[src/rtl/rps_pkg.sv]
package rps_pkg;
  localparam int ENT_W  = 64;
  localparam int VEC_W  = 8;
  localparam int DEST_W = 8;
  localparam int DLV_W  = 3;

  // bit positions inside a redirection entry
  localparam int F_VEC_LO  = 0;
  localparam int F_DLV_LO  = 8;
  localparam int F_DMODE   = 11;
  localparam int F_RIRR    = 14;
  localparam int F_TRIG    = 15;
  localparam int F_MASK    = 16;
  localparam int F_DEST_LO = 56;

  localparam logic [DLV_W-1:0] DLV_EXTINT = 3'b111;

  typedef enum logic [2:0] {
    ST_IDLE  = 3'd0,
    ST_CHECK = 3'd1,
    ST_REMAP = 3'd2,
    ST_PIC   = 3'd3,
    ST_SEND  = 3'd4
  } scan_state_e;

  typedef struct packed {
    logic [VEC_W-1:0]  vector;
    logic [DEST_W-1:0] dest;
    logic              dest_mode;
    logic [DLV_W-1:0]  dlv_mode;
    logic              trig;
  } dlv_attr_t;

  function automatic dlv_attr_t decode_entry(input logic [ENT_W-1:0] e);
    dlv_attr_t a;
    a.vector    = e[F_VEC_LO +: VEC_W];
    a.dest      = e[F_DEST_LO +: DEST_W];
    a.dest_mode = e[F_DMODE];
    a.dlv_mode  = e[F_DLV_LO +: DLV_W];
    a.trig      = e[F_TRIG];
    return a;
  endfunction
endpackage

[src/rtl/rps_entry_bank.sv]
module rps_entry_bank
  import rps_pkg::*;
#(
  parameter int NUM_PINS = 24,
  parameter int IDX_W    = 5
) (
  input  logic                               clk,
  input  logic                               rst_n,
  input  logic                               wr_en,
  input  logic [IDX_W-1:0]                   wr_idx,
  input  logic [ENT_W-1:0]                   wr_data,
  input  logic                               eoi_valid,
  input  logic [VEC_W-1:0]                   eoi_vector,
  input  logic [NUM_PINS-1:0]                rirr_set,
  output logic [NUM_PINS-1:0][ENT_W-1:0]     entry_o,
  output logic [NUM_PINS-1:0]                mask_o,
  output logic [NUM_PINS-1:0]                rirr_o,
  output logic [NUM_PINS-1:0]                trig_o
);
  localparam logic [ENT_W-1:0] ENT_RST = ENT_W'(1) << F_MASK;

  for (genvar i = 0; i < NUM_PINS; i++) begin : g_pin
    logic [ENT_W-1:0] ent_q, ent_d;
    logic             wr_hit, eoi_hit, ent_en;

    assign wr_hit  = wr_en && (wr_idx == IDX_W'(i));
    assign eoi_hit = eoi_valid && (ent_q[F_VEC_LO +: VEC_W] == eoi_vector);
    assign ent_en  = wr_hit | eoi_hit | rirr_set[i];

    always_comb begin
      ent_d = ent_q;
      if (wr_hit) ent_d = wr_data;
      // remote IRR is owned by the block, never by the write port
      ent_d[F_RIRR] = ent_q[F_RIRR];
      if (eoi_hit)     ent_d[F_RIRR] = 1'b0;
      if (rirr_set[i]) ent_d[F_RIRR] = 1'b1;
    end

    always_ff @(posedge clk or negedge rst_n) begin
      if (!rst_n)      ent_q <= ENT_RST;
      else if (ent_en) ent_q <= ent_d;
    end

    assign entry_o[i] = ent_q;
    assign mask_o[i]  = ent_q[F_MASK];
    assign rirr_o[i]  = ent_q[F_RIRR];
    assign trig_o[i]  = ent_q[F_TRIG];
  end
endmodule

[src/rtl/rps_req_tracker.sv]
module rps_req_tracker #(
  parameter int NUM_PINS = 24
) (
  input  logic                clk,
  input  logic                rst_n,
  input  logic [NUM_PINS-1:0] pin_in,
  input  logic [NUM_PINS-1:0] lvl_mode,
  input  logic [NUM_PINS-1:0] req_clr,
  output logic [NUM_PINS-1:0] req_o
);
  logic [NUM_PINS-1:0] pin_q, irr_q, irr_d, rise;

  assign rise = pin_in & ~pin_q;

  // level pins follow the line; edge pins latch a rising edge until serviced
  always_comb begin
    irr_d = (lvl_mode & pin_in) | (~lvl_mode & ((irr_q & ~req_clr) | rise));
  end

  always_ff @(posedge clk or negedge rst_n) begin
    if (!rst_n) begin
      pin_q <= '0;
      irr_q <= '0;
    end else begin
      pin_q <= pin_in;
      irr_q <= irr_d;
    end
  end

  assign req_o = irr_q;
endmodule

[src/rtl/rps_scan_ctrl.sv]
module rps_scan_ctrl
  import rps_pkg::*;
#(
  parameter int NUM_PINS = 24,
  parameter int IDX_W    = 5
) (
  input  logic                           clk,
  input  logic                           rst_n,
  input  logic [NUM_PINS-1:0]            svc,
  input  logic [NUM_PINS-1:0][ENT_W-1:0] entries,
  input  logic                           remap_en,
  input  logic                           remap_rsp_valid,
  input  logic                           remap_fault,
  input  dlv_attr_t                      remap_attr,
  input  logic                           pic_ack_valid,
  input  logic [VEC_W-1:0]               pic_vector,
  input  logic                           dlv_ready,
  output scan_state_e                    state_o,
  output logic [IDX_W-1:0]               idx_o,
  output logic [ENT_W-1:0]               cur_entry_o,
  output dlv_attr_t                      attr_o,
  output logic [NUM_PINS-1:0]            req_clr,
  output logic [NUM_PINS-1:0]            rirr_set
);
  localparam logic [IDX_W-1:0] LAST_IDX = IDX_W'(NUM_PINS - 1);

  scan_state_e         state_q, state_d;
  logic [IDX_W-1:0]    idx_q, idx_d;
  dlv_attr_t           attr_q, attr_d, decoded;
  logic [NUM_PINS-1:0] pin_sel;
  logic [ENT_W-1:0]    cur_entry;
  logic                hit, last, attr_en, idx_en;

  assign pin_sel   = NUM_PINS'(1) << idx_q;
  assign hit       = |(svc & pin_sel);
  assign cur_entry = entries[idx_q];
  assign last      = (idx_q == LAST_IDX);
  assign decoded   = decode_entry(cur_entry);

  always_comb begin
    state_d  = state_q;
    idx_d    = idx_q;
    attr_d   = attr_q;
    req_clr  = '0;
    rirr_set = '0;
    unique case (state_q)
      ST_IDLE: begin
        if (|svc) begin
          state_d = ST_CHECK;
          idx_d   = '0;
        end
      end
      ST_CHECK: begin
        if (hit) begin
          if (remap_en) begin
            state_d = ST_REMAP;
          end else begin
            attr_d  = decoded;
            state_d = (decoded.dlv_mode == DLV_EXTINT) ? ST_PIC : ST_SEND;
          end
        end else if (last) begin
          state_d = ST_IDLE;
        end else begin
          idx_d = idx_q + 1'b1;
        end
      end
      ST_REMAP: begin
        if (remap_rsp_valid) begin
          if (remap_fault) begin
            if (!cur_entry[F_TRIG]) req_clr = pin_sel;
            state_d = ST_IDLE;
          end else begin
            attr_d  = remap_attr;
            state_d = (remap_attr.dlv_mode == DLV_EXTINT) ? ST_PIC : ST_SEND;
          end
        end
      end
      ST_PIC: begin
        if (pic_ack_valid) begin
          attr_d.vector = pic_vector;
          state_d       = ST_SEND;
        end
      end
      ST_SEND: begin
        if (dlv_ready) begin
          if (attr_q.trig) rirr_set = pin_sel;
          else             req_clr  = pin_sel;
          if (last) begin
            state_d = ST_IDLE;
          end else begin
            state_d = ST_CHECK;
            idx_d   = idx_q + 1'b1;
          end
        end
      end
      default: state_d = ST_IDLE;
    endcase
  end

  assign attr_en = (state_q == ST_CHECK && hit && !remap_en) ||
                   (state_q == ST_REMAP && remap_rsp_valid) ||
                   (state_q == ST_PIC && pic_ack_valid);
  assign idx_en  = (state_q == ST_IDLE) || (state_q == ST_CHECK) || (state_q == ST_SEND);

  always_ff @(posedge clk or negedge rst_n) begin
    if (!rst_n) begin
      state_q <= ST_IDLE;
      idx_q   <= '0;
      attr_q  <= '0;
    end else begin
      state_q <= state_d;
      if (idx_en)  idx_q  <= idx_d;
      if (attr_en) attr_q <= attr_d;
    end
  end

  assign state_o     = state_q;
  assign idx_o       = idx_q;
  assign cur_entry_o = cur_entry;
  assign attr_o      = attr_q;
endmodule

[src/rtl/redir_pin_scanner.sv]
module redir_pin_scanner
  import rps_pkg::*;
#(
  parameter int NUM_PINS = 24,
  localparam int IDX_W = (NUM_PINS > 1) ? $clog2(NUM_PINS) : 1
) (
  input  logic                clk,
  input  logic                rst_n,
  input  logic                wr_en,
  input  logic [IDX_W-1:0]    wr_idx,
  input  logic [63:0]         wr_data,
  input  logic [NUM_PINS-1:0] pin_in,
  input  logic                eoi_valid,
  input  logic [7:0]          eoi_vector,
  input  logic                remap_en,
  output logic                remap_req,
  output logic [IDX_W-1:0]    remap_pin,
  output logic [63:0]         remap_entry,
  input  logic                remap_rsp_valid,
  input  logic                remap_fault,
  input  logic [7:0]          remap_vector,
  input  logic [7:0]          remap_dest,
  input  logic                remap_dest_mode,
  input  logic [2:0]          remap_dlv_mode,
  input  logic                remap_trig,
  output logic                pic_ack_req,
  input  logic                pic_ack_valid,
  input  logic [7:0]          pic_vector,
  output logic                dlv_valid,
  input  logic                dlv_ready,
  output logic [7:0]          dlv_vector,
  output logic [7:0]          dlv_dest,
  output logic                dlv_dest_mode,
  output logic [2:0]          dlv_mode,
  output logic                dlv_trig
);
  logic [NUM_PINS-1:0][ENT_W-1:0] entries;
  logic [NUM_PINS-1:0] mask_vec, rirr_vec, trig_vec, req_vec, svc_vec;
  logic [NUM_PINS-1:0] req_clr, rirr_set;
  scan_state_e         scan_state;
  logic [IDX_W-1:0]    scan_idx;
  logic [ENT_W-1:0]    cur_entry;
  dlv_attr_t           remap_attr, attr;

  assign remap_attr = '{vector: remap_vector, dest: remap_dest, dest_mode: remap_dest_mode,
                        dlv_mode: remap_dlv_mode, trig: remap_trig};

  rps_entry_bank #(.NUM_PINS(NUM_PINS), .IDX_W(IDX_W)) u_bank (
    .clk(clk), .rst_n(rst_n), .wr_en(wr_en), .wr_idx(wr_idx), .wr_data(wr_data),
    .eoi_valid(eoi_valid), .eoi_vector(eoi_vector), .rirr_set(rirr_set),
    .entry_o(entries), .mask_o(mask_vec), .rirr_o(rirr_vec), .trig_o(trig_vec)
  );

  rps_req_tracker #(.NUM_PINS(NUM_PINS)) u_req (
    .clk(clk), .rst_n(rst_n), .pin_in(pin_in), .lvl_mode(trig_vec),
    .req_clr(req_clr), .req_o(req_vec)
  );

  assign svc_vec = req_vec & ~mask_vec & ~rirr_vec;

  rps_scan_ctrl #(.NUM_PINS(NUM_PINS), .IDX_W(IDX_W)) u_scan (
    .clk(clk), .rst_n(rst_n), .svc(svc_vec), .entries(entries),
    .remap_en(remap_en), .remap_rsp_valid(remap_rsp_valid), .remap_fault(remap_fault),
    .remap_attr(remap_attr), .pic_ack_valid(pic_ack_valid), .pic_vector(pic_vector),
    .dlv_ready(dlv_ready), .state_o(scan_state), .idx_o(scan_idx),
    .cur_entry_o(cur_entry), .attr_o(attr), .req_clr(req_clr), .rirr_set(rirr_set)
  );

  assign remap_req     = (scan_state == ST_REMAP);
  assign remap_pin     = scan_idx;
  assign remap_entry   = cur_entry;
  assign pic_ack_req   = (scan_state == ST_PIC);
  assign dlv_valid     = (scan_state == ST_SEND);
  assign dlv_vector    = attr.vector;
  assign dlv_dest      = attr.dest;
  assign dlv_dest_mode = attr.dest_mode;
  assign dlv_mode      = attr.dlv_mode;
  assign dlv_trig      = attr.trig;
endmodule

[config.mk]
export PLATFORM = sky130hd
export DESIGN_NAME = redir_pin_scanner
export DESIGN_NICKNAME = d
export VERILOG_FILES = /design/src/rtl/rps_pkg.sv /design/src/rtl/rps_entry_bank.sv /design/src/rtl/rps_req_tracker.sv /design/src/rtl/rps_scan_ctrl.sv /design/src/rtl/redir_pin_scanner.sv
export SDC_FILE = /design/constraint.sdc
export NUM_CORES = 2
export LEC_CHECK = 0
export BUFFER_PORTS_ARGS = -buffer_cell sky130_fd_sc_hd__buf_4
export CAP_MARGIN = 20
export CORE_UTILIZATION = 50
export DETAILED_ROUTE_END_ITERATION = 12
export GPL_TIMING_DRIVEN = 0
export PLACE_DENSITY = 0.67
export SLEW_MARGIN = 0
export SYNTH_ARGS = -nofsm -noshare
export SYNTH_HDL_FRONTEND = slang
export SYNTH_HIERARCHICAL = 1
export SYNTH_SLANG_ARGS = --single-unit
[constraint.sdc]
create_clock -name clk -period 3.6 [get_ports clk]
set_input_delay 0.54 -clock clk [delete_from_list [all_inputs] [get_ports clk]]
set_output_delay 0.54 -clock clk [all_outputs]
set_load 0.02 [all_outputs]
==> impl_metrics.ini <==
[run_status]
status = complete, but fails checks
violations = negative setup slack

[layout]
syn_to_final_growth_pct = 21.4
nFillCells = 11401
fin_nets = 5868
drive_gt1_share_pct = 52.2
multi_input_area_um2 = 34300
fin_cells = 7883
seqCellArea_um2 = 40400

[timing]
hold_viol = 0
drv_slew = 0
fmax_mhz = 258
min_period_over_period_pct = 108
fin_ws_ns = -0.283
slew_headroom_pct = 21.4
setup_viol_count_final = 65
whs_ns = 0.0568
skew_ns = 0.0276
worst_pin_slew_ns = 1.18
period_minus_slack_ns = 3.88
rsz0062_at_grt = true

[power]
power_density_nw_per_um2 = 722
ir_drop_v = 0.000578
p_leak_nw = 41.9

[worst_setup_path]
cp_cell_sequence = buf_12 > buf_16 > buf_16 > buf_16 > buf_12 > mux4_2 > mux2i_2 > o21ai_2 > buf_6
r2r-start = u_scan/idx_o[0]$_DFFE_PN0P_
end_kind = output port
slowest_stage = mux4_2
crit_arrival_ns = 3.34
critPathBufInv = 6
worstPathRequired_ns = 3.06
worstReg2RegEnd = u_scan/attr_o[6]$_DFFE_PN0P_
worst_setup_path_start_kind = flip-flop
slowest_delay_ns = 0.54
worstSetupPathType = reg2out
rr_worst_depth = 16
critPathMaxFanout = 10
crit_family = buffers and inverters
crit_top_cell = buf_16
rrSetupSlack_ns = -0.01

[grt]
overflow = 0
grt_max_degree = 182
antenna_found_initial = 21
grt_pass1_vias = 50601
grt_pass1_wl_mm = 357
grt_usage_pct = 32.5

[logic_synthesis]
syn-num-nets = 5184
async_flop_share_pct = 100
synth_cell_types = 56
synthFlopType = dfrtp_1
syn_area_um2 = 76300
ys_ff_latch = 1613
synth_edf_count = 0
avgSynthCellArea_um2 = 15.1
syn_inst = 5039
synth_seq_area_share_pct = 52.9
yosysWarningCount = 6

[routing]
drtAntennaViolNets = 0
drtIter0Drc = 3923
wl_per_cell_um = 31.4
vias_per_cell = 6.15
totalWireLength_mm = 248
firstDrtPassIters = 5
vias = 48505
drcViolationCount = 0

[clock_tree]
insertion_delay_ns = 0.81
clockRootBuffer = clkbuf_16
cts_buffers = 174
clock-sinks = 1613
cts_buffer_depth = 3
clkTransAtPathRegs_ns = 0.06
htreeDepth = 4
cts_tree = yes

[floorplan]
die_area_um2 = 154000
rows = 142
die_x_um = 393
dieHeight_um = 393
ios = 232
initial_core_util_pct = 50.7
coreArea_um2 = 151000

[hold_path]
hold_depth = 2
hp-class = in2reg
holdPathEnd = u_bank/g_pin[22].ent_q[58]$_DFFE_PN0P_
hp-start = wr_data[58]

[flow_run]
drv_cap = 0

[placement]
port_buffers = 222
gp_congestion = 0.902
dp_cells = 7315
dpl_worst_slack_ns = -1.77
hpwl_mm = 163
## per-layer routing
layer,vias to the layer above,global-route usage (%),routed length [um],share of wire (%)
met2,1894,50.1,114000,46
met1,26105,43.9,102000,41
met4,24,14.7,11700,4.7
li1,19924,-,-,-
met5,-,0.351,223,0.090
met3,558,7.44,19900,8.0
## cells in the mapped netlist (7+ instances only)
cell type,n,area [um^2]
mux2i_1,190,1900
dfstp_2,24,631
nor3_1,31,155
o221ai_1,8,70.1
o22a_1,54,473
nor3b_1,54,405
nand2b_1,35,219
a31oi_1,24,150
nor2b_1,8,50.1
o21ai_0,55,275
xor2_1,193,1690
clkbuf_1,188,706
o21a_1,9,67.6
buf_2,204,1020
mux4_2,385,8670
a22o_1,24,210
buf_4,95,713
buf_1,28,105
inv_1,7,26.3
mux2_2,1434,16100
nand2_1,56,210
mux2_1,127,1430
nor2_1,108,405
nor4_1,31,194
dfrtp_1,1589,39800
## cell families after synthesis
| kind of cell | count (synthesis) | synth area share (%) |
|---|---|---|
| multiplexers | 2136 | 36.9 |
| flip-flops | 1613 | 52.9 |
| buffers and inverters | 527 | 3.42 |
| AND/OR/NAND/NOR | 359 | 2.50 |
| AO/OA/AOI/OAI | 205 | 1.94 |
| XOR/XNOR | 193 | 2.22 |
| adder cells (fa/ha/maj) | 6 | 0.0984 |
## stage by stage
stage / cell area (um^2) / util, % / TNS, ns / total power [mW]
floorplan: 76300 / - / 0 / 36.1
global placement: 80500 / 53.4 / - / 42.8
detailed placement: 81300 / 54.0 / -114.14 / 43.5
CTS: 91600 / 60.8 / -12.62 / 65.9
global route: 92600 / 61.5 / -12.85 / 69.3
finish: 92700 / 61.5 / -9.03 / 66.9
## layout make-up
type / count / area share, %
antenna: 8 / 0.0216
buffer: 514 / 4.34
clock buffer: 277 / 5.79
clock inverter: 35 / 0.351
inverter: 9 / 0.0567
multi-input combinational: 2899 / 37.0
sequential: 1613 / 43.6
tap: 2016 / 2.72
timing repair buffer: 512 / 6.07
## worst max-delay path by stage
| stage | end | slack (ns) | from | depth (start not counted) |
|---|---|---|---|---|
| detailed placement | remap_entry[17] | -1.77 | u_scan/idx_o[4]$_DFFE_PN0P_ | 9 |
| floorplan | u_scan/attr_o[10]$_DFFE_PN0P_ | 0.03 | u_scan/idx_o[2]$_DFFE_PN0P_ | 14 |
| CTS | remap_entry[38] | -0.31 | u_scan/idx_o[0]$_DFFE_PN0P_ | 11 |
| global placement | u_scan/idx_o[1]$_DFFE_PN0P_ | -19.25 | rst_n | 1 |
| global route | remap_entry[35] | -0.30 | u_scan/idx_o[0]$_DFFE_PN0P_ | 10 |
| finish | remap_entry[38] | -0.28 | u_scan/idx_o[0]$_DFFE_PN0P_ | 9 |
## registers in the layout, indices dropped and copies added (netlist names)
name,flops
u_scan/state_o,3
u_req/req_o,24
u_bank/g_pin.ent_q,1536
u_scan/attr_o,21
u_scan/idx_o,5
u_req/pin_q,24
## power by group
group,internal (mW),switching (mW)
registers,21.7,2.01
logic,13.3,11.9
clock network,10.5,7.38
total,45.6,21.3
## cells in the final DEF (no fill, tap or decap), types with 9 or more instances in the layout
cell type,count
dlygate4sd3_1,85
o21a_1,9
mux2i_4,19
nor3b_1,54
nor4_1,30
xor2_1,193
clkbuf_16,195
mux2i_2,46
nand2_1,52
o21ai_4,11
nor2_1,102
mux2i_1,125
buf_4,342
nor3_1,31
o22a_1,54
clkbuf_4,11
dfrtp_1,1584
mux2_4,16
buf_16,51
mux4_2,385
clkinv_2,25
buf_2,165
mux2_2,1422
a31oi_1,24
buf_12,64
dfstp_2,24
buf_8,34
buf_6,89
o21ai_2,40
mux2_1,123
clkbuf_1,199
clkbuf_8,54
nand2b_1,34
a22o_1,24
## timing repair
action	in CTS	in global routing
hold endpoints to repair	372	0
setup buffers	84	72
pin swaps	38	35
cloned	15	6
hold buffers	85	0
resized for setup	691	125
endpoints found under the setup margin	131	88
## worst register-to-register path, delay by kind of cell, from the launching register on
family                     cells  cell delay [ns]
AOI/OAI and AO/OA              5             1.30
adders and majority gates      1             0.19
buffers and inverters          9             1.27
DFF                            1             0.43
muxes                          1             0.29
(Power assumes the default switching activity.)
